### config.mk
export PLATFORM = sky130hd
export DESIGN_NAME = casc_bin_counter
export DESIGN_NICKNAME = d
export VERILOG_FILES = /design/src/rtl/casc_cnt_pkg.sv /design/src/rtl/cnt_nibble_stage.sv /design/src/rtl/casc_bin_counter.sv
export SDC_FILE = /design/constraint.sdc
export NUM_CORES = 1
export LEC_CHECK = 0
export BUFFER_PORTS_ARGS = -buffer_cell sky130_fd_sc_hd__buf_2
export CORE_ASPECT_RATIO = 1.1
export CORE_MARGIN = 8
export CORE_UTILIZATION = 45
export DETAILED_ROUTE_END_ITERATION = 8
export PLACE_DENSITY_LB_ADDON = 0.25
export SYNTH_ARGS = -nofsm -noshare
export SYNTH_HDL_FRONTEND = slang
export SYNTH_HIERARCHICAL = 1
export SYNTH_SLANG_ARGS = --single-unit
### constraint.sdc
create_clock -name clk -period 4.9 [get_ports clk]
set_clock_uncertainty 0.2 [all_clocks]
set_input_delay 0.49 -clock clk [delete_from_list [all_inputs] [get_ports clk]]
set_output_delay 0.49 -clock clk [all_outputs]
set_load 0.02 [all_outputs]
### src/rtl/casc_cnt_pkg.sv
package casc_cnt_pkg;
  localparam int unsigned NIB_W = 4;
  typedef logic [NIB_W-1:0] nibble_t;
  localparam nibble_t NIB_MAX = '1;
endpackage

### src/rtl/cnt_nibble_stage.sv
module cnt_nibble_stage
  import casc_cnt_pkg::*;
(
  input  logic    clk,
  input  logic    rst_n,
  input  logic    pe_n,
  input  logic    en_wide,
  input  logic    en_chain,
  input  nibble_t d,
  output nibble_t q,
  output logic    tc
);

  logic step;

  assign step = pe_n & en_wide & en_chain;
  assign tc   = en_chain & (q == NIB_MAX);

  always_ff @(posedge clk or negedge rst_n) begin
    if (!rst_n)     q <= '0;
    else if (!pe_n) q <= d;
    else if (step)  q <= q + 1'b1;
  end


  rst_clear_chk: assert property (@(posedge clk) !rst_n |-> (q == '0));


  load_take_chk: assert property (@(posedge clk) disable iff (!rst_n)
    !pe_n |=> (q == $past(d)));


  inc_step_chk: assert property (@(posedge clk) disable iff (!rst_n)
    (pe_n && en_wide && en_chain) |=> (q == nibble_t'($past(q) + 1'b1)));


  nib_wrap_chk: assert property (@(posedge clk) disable iff (!rst_n)
    (pe_n && en_wide && en_chain && q == NIB_MAX) |=> (q == '0));


  hold_chk: assert property (@(posedge clk) disable iff (!rst_n)
    (pe_n && !(en_wide && en_chain)) |=> $stable(q));

endmodule

### src/rtl/casc_bin_counter.sv
module casc_bin_counter
  import casc_cnt_pkg::*;
#(
  parameter int unsigned NSTAGE = 3
) (
  input  logic                    clk,
  input  logic                    rst_n,
  input  logic                    load_n,
  input  logic                    cnt_en,
  input  logic [NSTAGE*NIB_W-1:0] din,
  output logic [NSTAGE*NIB_W-1:0] count,
  output logic [NSTAGE-1:0]       stage_tc,
  output logic                    tc_out
);

  localparam int unsigned TOT_W = NSTAGE * NIB_W;

  for (genvar k = 0; k < NSTAGE; k++) begin : g_slice
    logic wide_k, chain_k;
    if (k == 0) begin : g_first
      assign wide_k  = cnt_en;
      assign chain_k = cnt_en;
    end else begin : g_upper
      assign wide_k  = stage_tc[0];
      assign chain_k = stage_tc[k-1];
    end

    cnt_nibble_stage u_slice (
      .clk      (clk),
      .rst_n    (rst_n),
      .pe_n     (load_n),
      .en_wide  (wide_k),
      .en_chain (chain_k),
      .d        (din[k*NIB_W +: NIB_W]),
      .q        (count[k*NIB_W +: NIB_W]),
      .tc       (stage_tc[k])
    );

    if (k > 0) begin : g_carry_chk

      carry_in_chk: assert property (@(posedge clk) disable iff (!rst_n)
        (load_n && cnt_en && count[k*NIB_W-1:0] == '1)
        |=> (count[k*NIB_W +: NIB_W] == nibble_t'($past(count[k*NIB_W +: NIB_W]) + 1'b1)));


      no_carry_chk: assert property (@(posedge clk) disable iff (!rst_n)
        (load_n && count[k*NIB_W-1:0] != '1)
        |=> $stable(count[k*NIB_W +: NIB_W]));
    end
  end

  assign tc_out = stage_tc[NSTAGE-1];


  full_tc_chk: assert property (@(posedge clk) disable iff (!rst_n)
    tc_out |-> (count == {TOT_W{1'b1}} && cnt_en));

endmodule

# Yosys cells after proc, flatten, opt, wreduce, memory -nomap -nowiden
# Cells that the tools add are included.
# totals
mem_count,0
out_inout_bits,16
latchBits,0
romBits,0
ff_bits,12
mem_bits_rw,0
# op_classes
n_div,0
muxes,6
bitwise,8
n_addsub,3
order_cmp,0
eq_ne,6
reduce_logical,0
n_mul,0
n_shift,0
# ops
op,n
4-bit two-way mux,6
4-bit by 1-bit adder with 4-bit output (second input constant),3
4-bit == test (second input constant),3
1-bit bitwise AND,8
2-bit by 1-bit != test with 1-bit output (second input constant),3

# Longest topological paths before layout
# Gate-level depths: netlist (run 1).
# depth
depth_word,6
ltp_mapped,6
depth_no_buf,6

# Modules after synthesis
# Netlist (run 1), hierarchy kept.
# by_module_without_submodules
module,cells_each,instances,area_each_um2,seq_area_each_um2
cnt_nibble_stage,23,3,217.7,100.1
casc_bin_counter,3,1,22.5,0.0

# Least setup slack after synthesis (run 1)
# Ideal clock, no wire load.
# synth_timing
path_kind,reg2out
startpoint,reg g_slice[0].u_slice.q[0]
endpoint,out stage_tc[2]
t_required_ns,4.210
t_arrival_ns,1.720
path_stages_with_launch,6
n_path_buf,1
setup_slack_ns,2.490
cell_sequence,dfrtp_1 ha_1 and4_2 and4_2 and4_2 buf_4
# synth_via
elab_chain_cells,4
# synth_rtl
element,line,rtl
"start, declared",cnt_nibble_stage.sv:10,"output nibble_t q,"
"start signal, assigned",cnt_nibble_stage.sv:22,else if (step) q <= q + 1'b1;
4-bit == test,cnt_nibble_stage.sv:17,assign tc = en_chain & (q == NIB_MAX);
1-bit bitwise AND,cnt_nibble_stage.sv:17,
net g_slice[1].chain_k,casc_bin_counter.sv:19,"logic wide_k, chain_k;"
1-bit bitwise AND,cnt_nibble_stage.sv:17,
net g_slice[2].chain_k,casc_bin_counter.sv:19,
1-bit bitwise AND,cnt_nibble_stage.sv:17,
"end, declared",casc_bin_counter.sv:12,"output logic [NSTAGE-1:0] stage_tc,"
# The timed path passes the listed nets, and every way through them passes these cells.

# Worst setup path in the final report (run 1)
# layout_timing
startpoint,reg g_slice[0].u_slice.q[0]
endpoint,out tc_out
# layout_via
elab_chain_cells,4
# layout_rtl
element,line,rtl
4-bit == test,cnt_nibble_stage.sv:17,
1-bit bitwise AND (3 in series),cnt_nibble_stage.sv:17,
"end, declared",casc_bin_counter.sv:13,output logic tc_out
# Every way passes these cells.

==> metrics.yaml, run 1 <==
regMostFlops: "g_slice.u_slice/q"
antenna_found_initial: 0
final.setup.tns_ps: 0
clkTransAtPathRegs_ps: 80
gr-max-usage-layer: "met2"
worst_r2r_endpoint: "g_slice[2].u_slice/q[3]"
wirelength_um: 1502
placed_cell_area_um2: 817.0
grtUsageMet3: 0.04474
syn_inst: 72
hold_viol_final: 0
holdPathStages: 3
regArea_um2: 300.3
synth_area_leader_cell: "dfrtp_1"
layout.nets: 122
viasPerCell: 5.288
die_area_um2: 2999
powerDensity_nw_per_um2: 299.5
critPathMaxFanout: 8
worstPathRequired_ps: 4210
gp_congestion: 0.7246
row_count: 14
post_cts_buffers: 0
area_delta_synth_final_pct: 27.78
die_y_um: 56.64
globalRouteMet2Util: 0.1812
ios: 32
synth.distinct_cells: 14
setup_violations: 0
syn_area_per_cell_um2: 9.384
rsz0062_at_grt: "no"
start_kind: "flip-flop"
maxCapViolCount: 0
largest_register_ffs: 12
pwr-share-clk: 0.309
relSlewSlack: 0.7451
startpoint: "g_slice[0].u_slice/q[0]"
io_buffer_count: 31
reg2reg_slack_ps: 2830
drt_iter0_drc: 5
cts_made_buffers: 3
whs_ps: 250.3
drt_first_pass_iters: 2
yosysSeqAreaShare: 0.4444
grt_pass1_vias: 635
antenna_left: 0
path_class: "reg2out"
cts-root-buf: "clkbuf_4"
final-max-slew-violation-count: 0
fin_crit_sh: 0.5198
grt_max_degree: 25
synth_area_um2: 675.6
cts.sinks: 12
hp-class: "in2reg"
fin_area_um2: 863.3
fillers: 138
ys_seq_elements: 12
n_antenna_cell: 0
finalCriticalPeriod_ps: 2547
clock_latency_ps: 270
die_x_um: 52.95
overflow: 0
reg_top3: "g_slice.u_slice/q (12)"
cts_resized: 0
htree_levels: 1
crit_path_end_kind: "output port"
fmax_mhz: 392.6
drc_errors: 0
sw_frac_of_total: 0.3111
yosysWarnings: 6
tritoncts: "yes"
r2r_start: "g_slice[0].u_slice/q[0]"
start_util: 0.4882
p_seq_frac: 0.460
switchingPower_w: 0.00008043
critical_path_arrival_ps: 1860
synth_area_leaders: "dfrtp_1 44%, xor2_1 7.8%, a21oi_1 6.7%"
internal-power_w: 0.0001781
leakage_nw: 0.4180
syn-num-nets: 91
drive_gt1_frac: 0.4020
wl_per_cell_um: 12.73
grt_util_met1: 0.1261
grt_pass1_wl_um: 2677
vdd_drop_max_mv: 0.2217
grtUsageTotal: 0.1127
yosysTopAreaCellShare: 0.4444
hpwl_um: 1207
r2r_cells: 6
multiInputGateArea_um2: 341.6
power_frac_comb: 0.231
worst_pin_slew_ps: 382.3
outcome: "completed"
dr_total_vias: 624
cp-endpoint: "tc_out"
cts_hold_buf: 1
core_um2: 1384
cts_buffer_depth: 2
==> power by group through the flow <==
| stage | logic, W | registers, W | clock network, W |
|---|---|---|---|
| finish | 0.0000596 | 0.000119 | 0.0000799 |
| global placement | 0.0000591 | 0.000120 | 0 |
| global route | 0.0000683 | 0.000121 | 0.0000867 |
| detailed placement | 0.0000605 | 0.000121 | 0 |
| CTS | 0.0000612 | 0.000119 | 0.0000815 |
| floorplan | 0.0000249 | 0.000132 | 0 |
==> final cells by class <==
type                    count  area share
repair buffers             32      0.1913
flip-flops and latches     12      0.3478
clock buffers               4     0.04203
well taps                  16     0.02319
multi-input cells          54      0.3957
==> layer usage <==
layer	part of all wire	vias to the layer above
met5	0	-
met2	0.50	17
met3	0.090	2
met4	0.0060	0
met1	0.40	291
li1	-	314
==> worst max-delay path, cell delays in order, from the launching register on <==
cell,delay [ps]
dfrtp_1,410
ha_1,180
and4_2,310
and4_2,300
and4_2,230
buf_2,160
==> layout by cell type, fill, tap and decap left out, drive strengths merged <==
| cell type | netlist | routed |
|---|---|---|
| buf | 3 | 31 |
| clkbuf | 3 | 4 |
| nand3 | 6 | 6 |
| dfrtp | 12 | 12 |
| nor2 | 12 | 12 |
| xor2 | 6 | 6 |
| o21ai | 3 | 3 |
| mux2i | 3 | 3 |
| or3 | 3 | 3 |
| dlygate4sd3 | 0 | 1 |
| a21oi | 9 | 9 |
| nand2 | 3 | 3 |
| ha | 3 | 3 |
| and4 | 3 | 3 |
| a31oi | 3 | 3 |
==> metrics by stage <==
step	utilization	instances	power, W	worst slack [ps]
finish	0.6239	118	0.0002586	2353
global route	0.6239	118	0.0002762	2236
CTS	0.6239	118	0.0002619	2333
detailed placement	0.5904	113	0.0001816	2551
global placement	0.5904	113	0.0001796	2584
floorplan	-	72	0.0001573	2490
==> cell usage after synthesis <==
| cell | instances |
|---|---|
| and4_2 | 3 |
| nand3_1 | 6 |
| a21oi_1 | 9 |
| buf_4 | 3 |
| clkbuf_1 | 3 |
| mux2i_1 | 3 |
| nor2_1 | 12 |
| o21ai_0 | 3 |
| a31oi_1 | 3 |
| or3_1 | 3 |
| nand2_2 | 3 |
| ha_1 | 3 |
| dfrtp_1 | 12 |
| xor2_1 | 6 |
==> logic make-up (layout without fill, tap and decap cells) <==
| logic type | count (synthesis) | after routing | synth area share |
|---|---|---|---|
| AND/OR/NAND/NOR | 27 | 27 | 0.2111 |
| AO/OA/AOI/OAI | 15 | 15 | 0.1167 |
| flip-flops | 12 | 12 | 0.4444 |
| buffers and inverters | 6 | 36 | 0.05000 |
| multiplexers | 3 | 3 | 0.04445 |
| adder cells (fa/ha/maj) | 3 | 3 | 0.05556 |
| XOR/XNOR | 6 | 6 | 0.07778 |
==> worst min-delay path by stage <==
stage	end	startpoint	slack (ps)
global route	g_slice[1].u_slice/q[0]	din[4]	260
floorplan	g_slice[0].u_slice/q[0]	rst_n	-6
CTS	g_slice[0].u_slice/q[0]	din[0]	250
global placement	g_slice[1].u_slice/q[1]	rst_n	180
detailed placement	g_slice[1].u_slice/q[1]	rst_n	190
finish	g_slice[0].u_slice/q[0]	din[0]	250
Power figures use the tool's default switching activity.
==> run 2, diff against run 1 <==
--- a/config.mk
+++ b/config.mk
@@ -8,7 +8,7 @@
 export BUFFER_PORTS_ARGS = -buffer_cell sky130_fd_sc_hd__buf_2
 export CORE_ASPECT_RATIO = 1.1
 export CORE_MARGIN = 8
-export CORE_UTILIZATION = 45
+export CORE_UTILIZATION = 40
 export DETAILED_ROUTE_END_ITERATION = 8
 export PLACE_DENSITY_LB_ADDON = 0.25
 export SYNTH_ARGS = -nofsm -noshare
==> constraint.sdc (replaced) <==
create_clock -name clk -period 2.12 [get_ports clk]
set_clock_uncertainty 0.2 [all_clocks]
set_input_delay 0.212 -clock clk [delete_from_list [all_inputs] [get_ports clk]]
set_output_delay 0.212 -clock clk [all_outputs]
set_load 0.02 [all_outputs]
==> metrics.yaml, run 2 (synthesized netlist as in run 1, its figures left out) <==
outcome: "completed"
drive_gt1_frac: 0.3966
cts_buffer_depth: 2
hp-class: "in2reg"
finalCriticalPeriod_ps: 2034
worstPathRequired_ps: 1710
fillers: 141
antenna_found_initial: 0
maxCapViolCount: 0
ios: 32
final.setup.tns_ps: 0
cp_slowest_cell: "dfrtp_2"
r2r_cells: 6
start_kind: "flip-flop"
fin_crit_sh: 0.9596
drt_iter0_drc: 4
wirelength_um: 1750
fmax_mhz: 491.6
cp_cell_sequence: "ha_2, and4_2, and4_4, and4_2, buf_4"
vdd_drop_max_mv: 0.4314
wl_met1_um: 657
clock_latency_ps: 270
powerDensity_nw_per_um2: 619.0
n_antenna_cell: 0
cpPeakStageDelay_ps: 370
die_x_um: 55.19
cts.sinks: 12
final_common_cell: "buf_2"
mostFrequentLayoutCells: "29 x buf_2, 12 x nor2_1, 12 x dlygate4sd3_1"
place_inst: 115
drt_first_pass_iters: 4
finalNonFillerCells: 133
dr_total_vias: 689
gp_congestion: 0.7246
viasPerCell: 5.180
htree_levels: 1
regMostFlops: "g_slice.u_slice/q"
die_y_um: 59.11
setup_violations: 0
grtUsageTotal: 0.1156
cts_made_buffers: 3
grt_pass1_wl_um: 2856
layout.nets: 136
path_class: "reg2out"
antenna_left: 0
critPathMaxFanout: 4
reg_top3: "g_slice.u_slice/q (12)"
critical_path_arrival_ps: 1620
start_util: 0.4286
route.met3.wl_um: 129
final-max-slew-violation-count: 0
drc_errors: 0
die_area_um2: 3262
cpMostUsedCell: "and4_2"
hpwl_um: 1269
row_count: 15
layout_setup_ws_ps: 85.70
cts-root-buf: "clkbuf_4"
largest_register_ffs: 12
holdPathStages: 3
relSlewSlack: 0.7334
io_buffer_count: 31
grt_max_degree: 25
worst_pin_slew_ps: 399.9
tritoncts: "yes"
core_um2: 1577
leakage_nw: 0.4767
overflow: 0
hold_viol_final: 0
clkTransAtPathRegs_ps: 70
area_delta_synth_final_pct: 49.07
wl_per_cell_um: 13.16
grt_pass1_vias: 690
dr_wl_met2_um: 950
top_layer: "met4"
crit_path_end_kind: "output port"
preCtsSetupSlack_ps: 202.7
## run 2: cell types whose count changed in the layout (fill, tap and decap cells not counted), sizes merged
cell / delta
dlygate4sd3: +11
buf: +3
## run 2: metrics by stage
stage / hold slack, ps / total power (W) / cell area [µm²] / utilization
2_1_floorplan: -283.6 / 0.0003640 / 676.9 / -
3_3_place_gp: -85.69 / 0.0004188 / 827.0 / 0.5246
3_5_place_dp: -95.49 / 0.0004239 / 827.0 / 0.5246
4_1_cts: 6.824 / 0.0006298 / 999.7 / 0.6341
5_1_grt: 13.69 / 0.0006628 / 1007 / 0.6389
6_report: 6.724 / 0.0006235 / 1007 / 0.6389
## run 2: worst paths after layout
| path | start | to | slack [ps] |
|---|---|---|---|
| worst max-delay path | g_slice[0].u_slice/q[0] | stage_tc[2] | 90 |
| min in group asynchronous | rst_n | g_slice[0].u_slice/q[1] | 150 |
| worst min-delay path | din[3] | g_slice[0].u_slice/q[3] | 7 |
| worst min register to register | g_slice[2].u_slice/q[3] | g_slice[2].u_slice/q[3] | 390 |
| worst max register to register | g_slice[0].u_slice/q[0] | g_slice[2].u_slice/q[3] | 290 |
| max in group asynchronous | rst_n | g_slice[0].u_slice/q[0] | 1340 |
## run 2: final cells by class
| type | count | area, µm² | area share |
|---|---|---|---|
| multi-input combinational | 54 | 345.3 | 0.3429 |
| timing repair buffer | 46 | 302.8 | 0.3006 |
| clock buffer | 4 | 36.28 | 0.03602 |
| sequential | 12 | 301.5 | 0.2994 |
| tap | 17 | 21.27 | 0.02112 |
## run 2: routing by layer
metal,vias to the layer above,global-route usage
li1,342,-
met1,325,0.1206
met2,20,0.2003
met3,2,0.02764
met4,0,0.06186
met5,-,0
## run 2: power by group
| part | switching, W | internal [W] |
|---|---|---|
| sequential | 0.0000221 | 0.000252 |
| combinational | 0.0000916 | 0.0000771 |
| clock | 0.0000765 | 0.000104 |
| total | 0.000190 | 0.000433 |
## run 2: critical path, delay by kind of cell, from the launching register on
kind,cells,cell delay [ps]
fa+ha+maj,1,170
simple gates,3,680
flops,1,370
buf+inv,1,140
## run 2: what timing repair did
item | 4_1_cts | 5_1_grt
endpoints found under the hold margin | 23 | 0
setup buffers | 2 | 0
cloned | 0 | 0
hold buffers | 12 | 0
endpoints found under the setup margin | 2 | 2
pin swaps | 0 | 1
gates resized for setup | 1 | 3
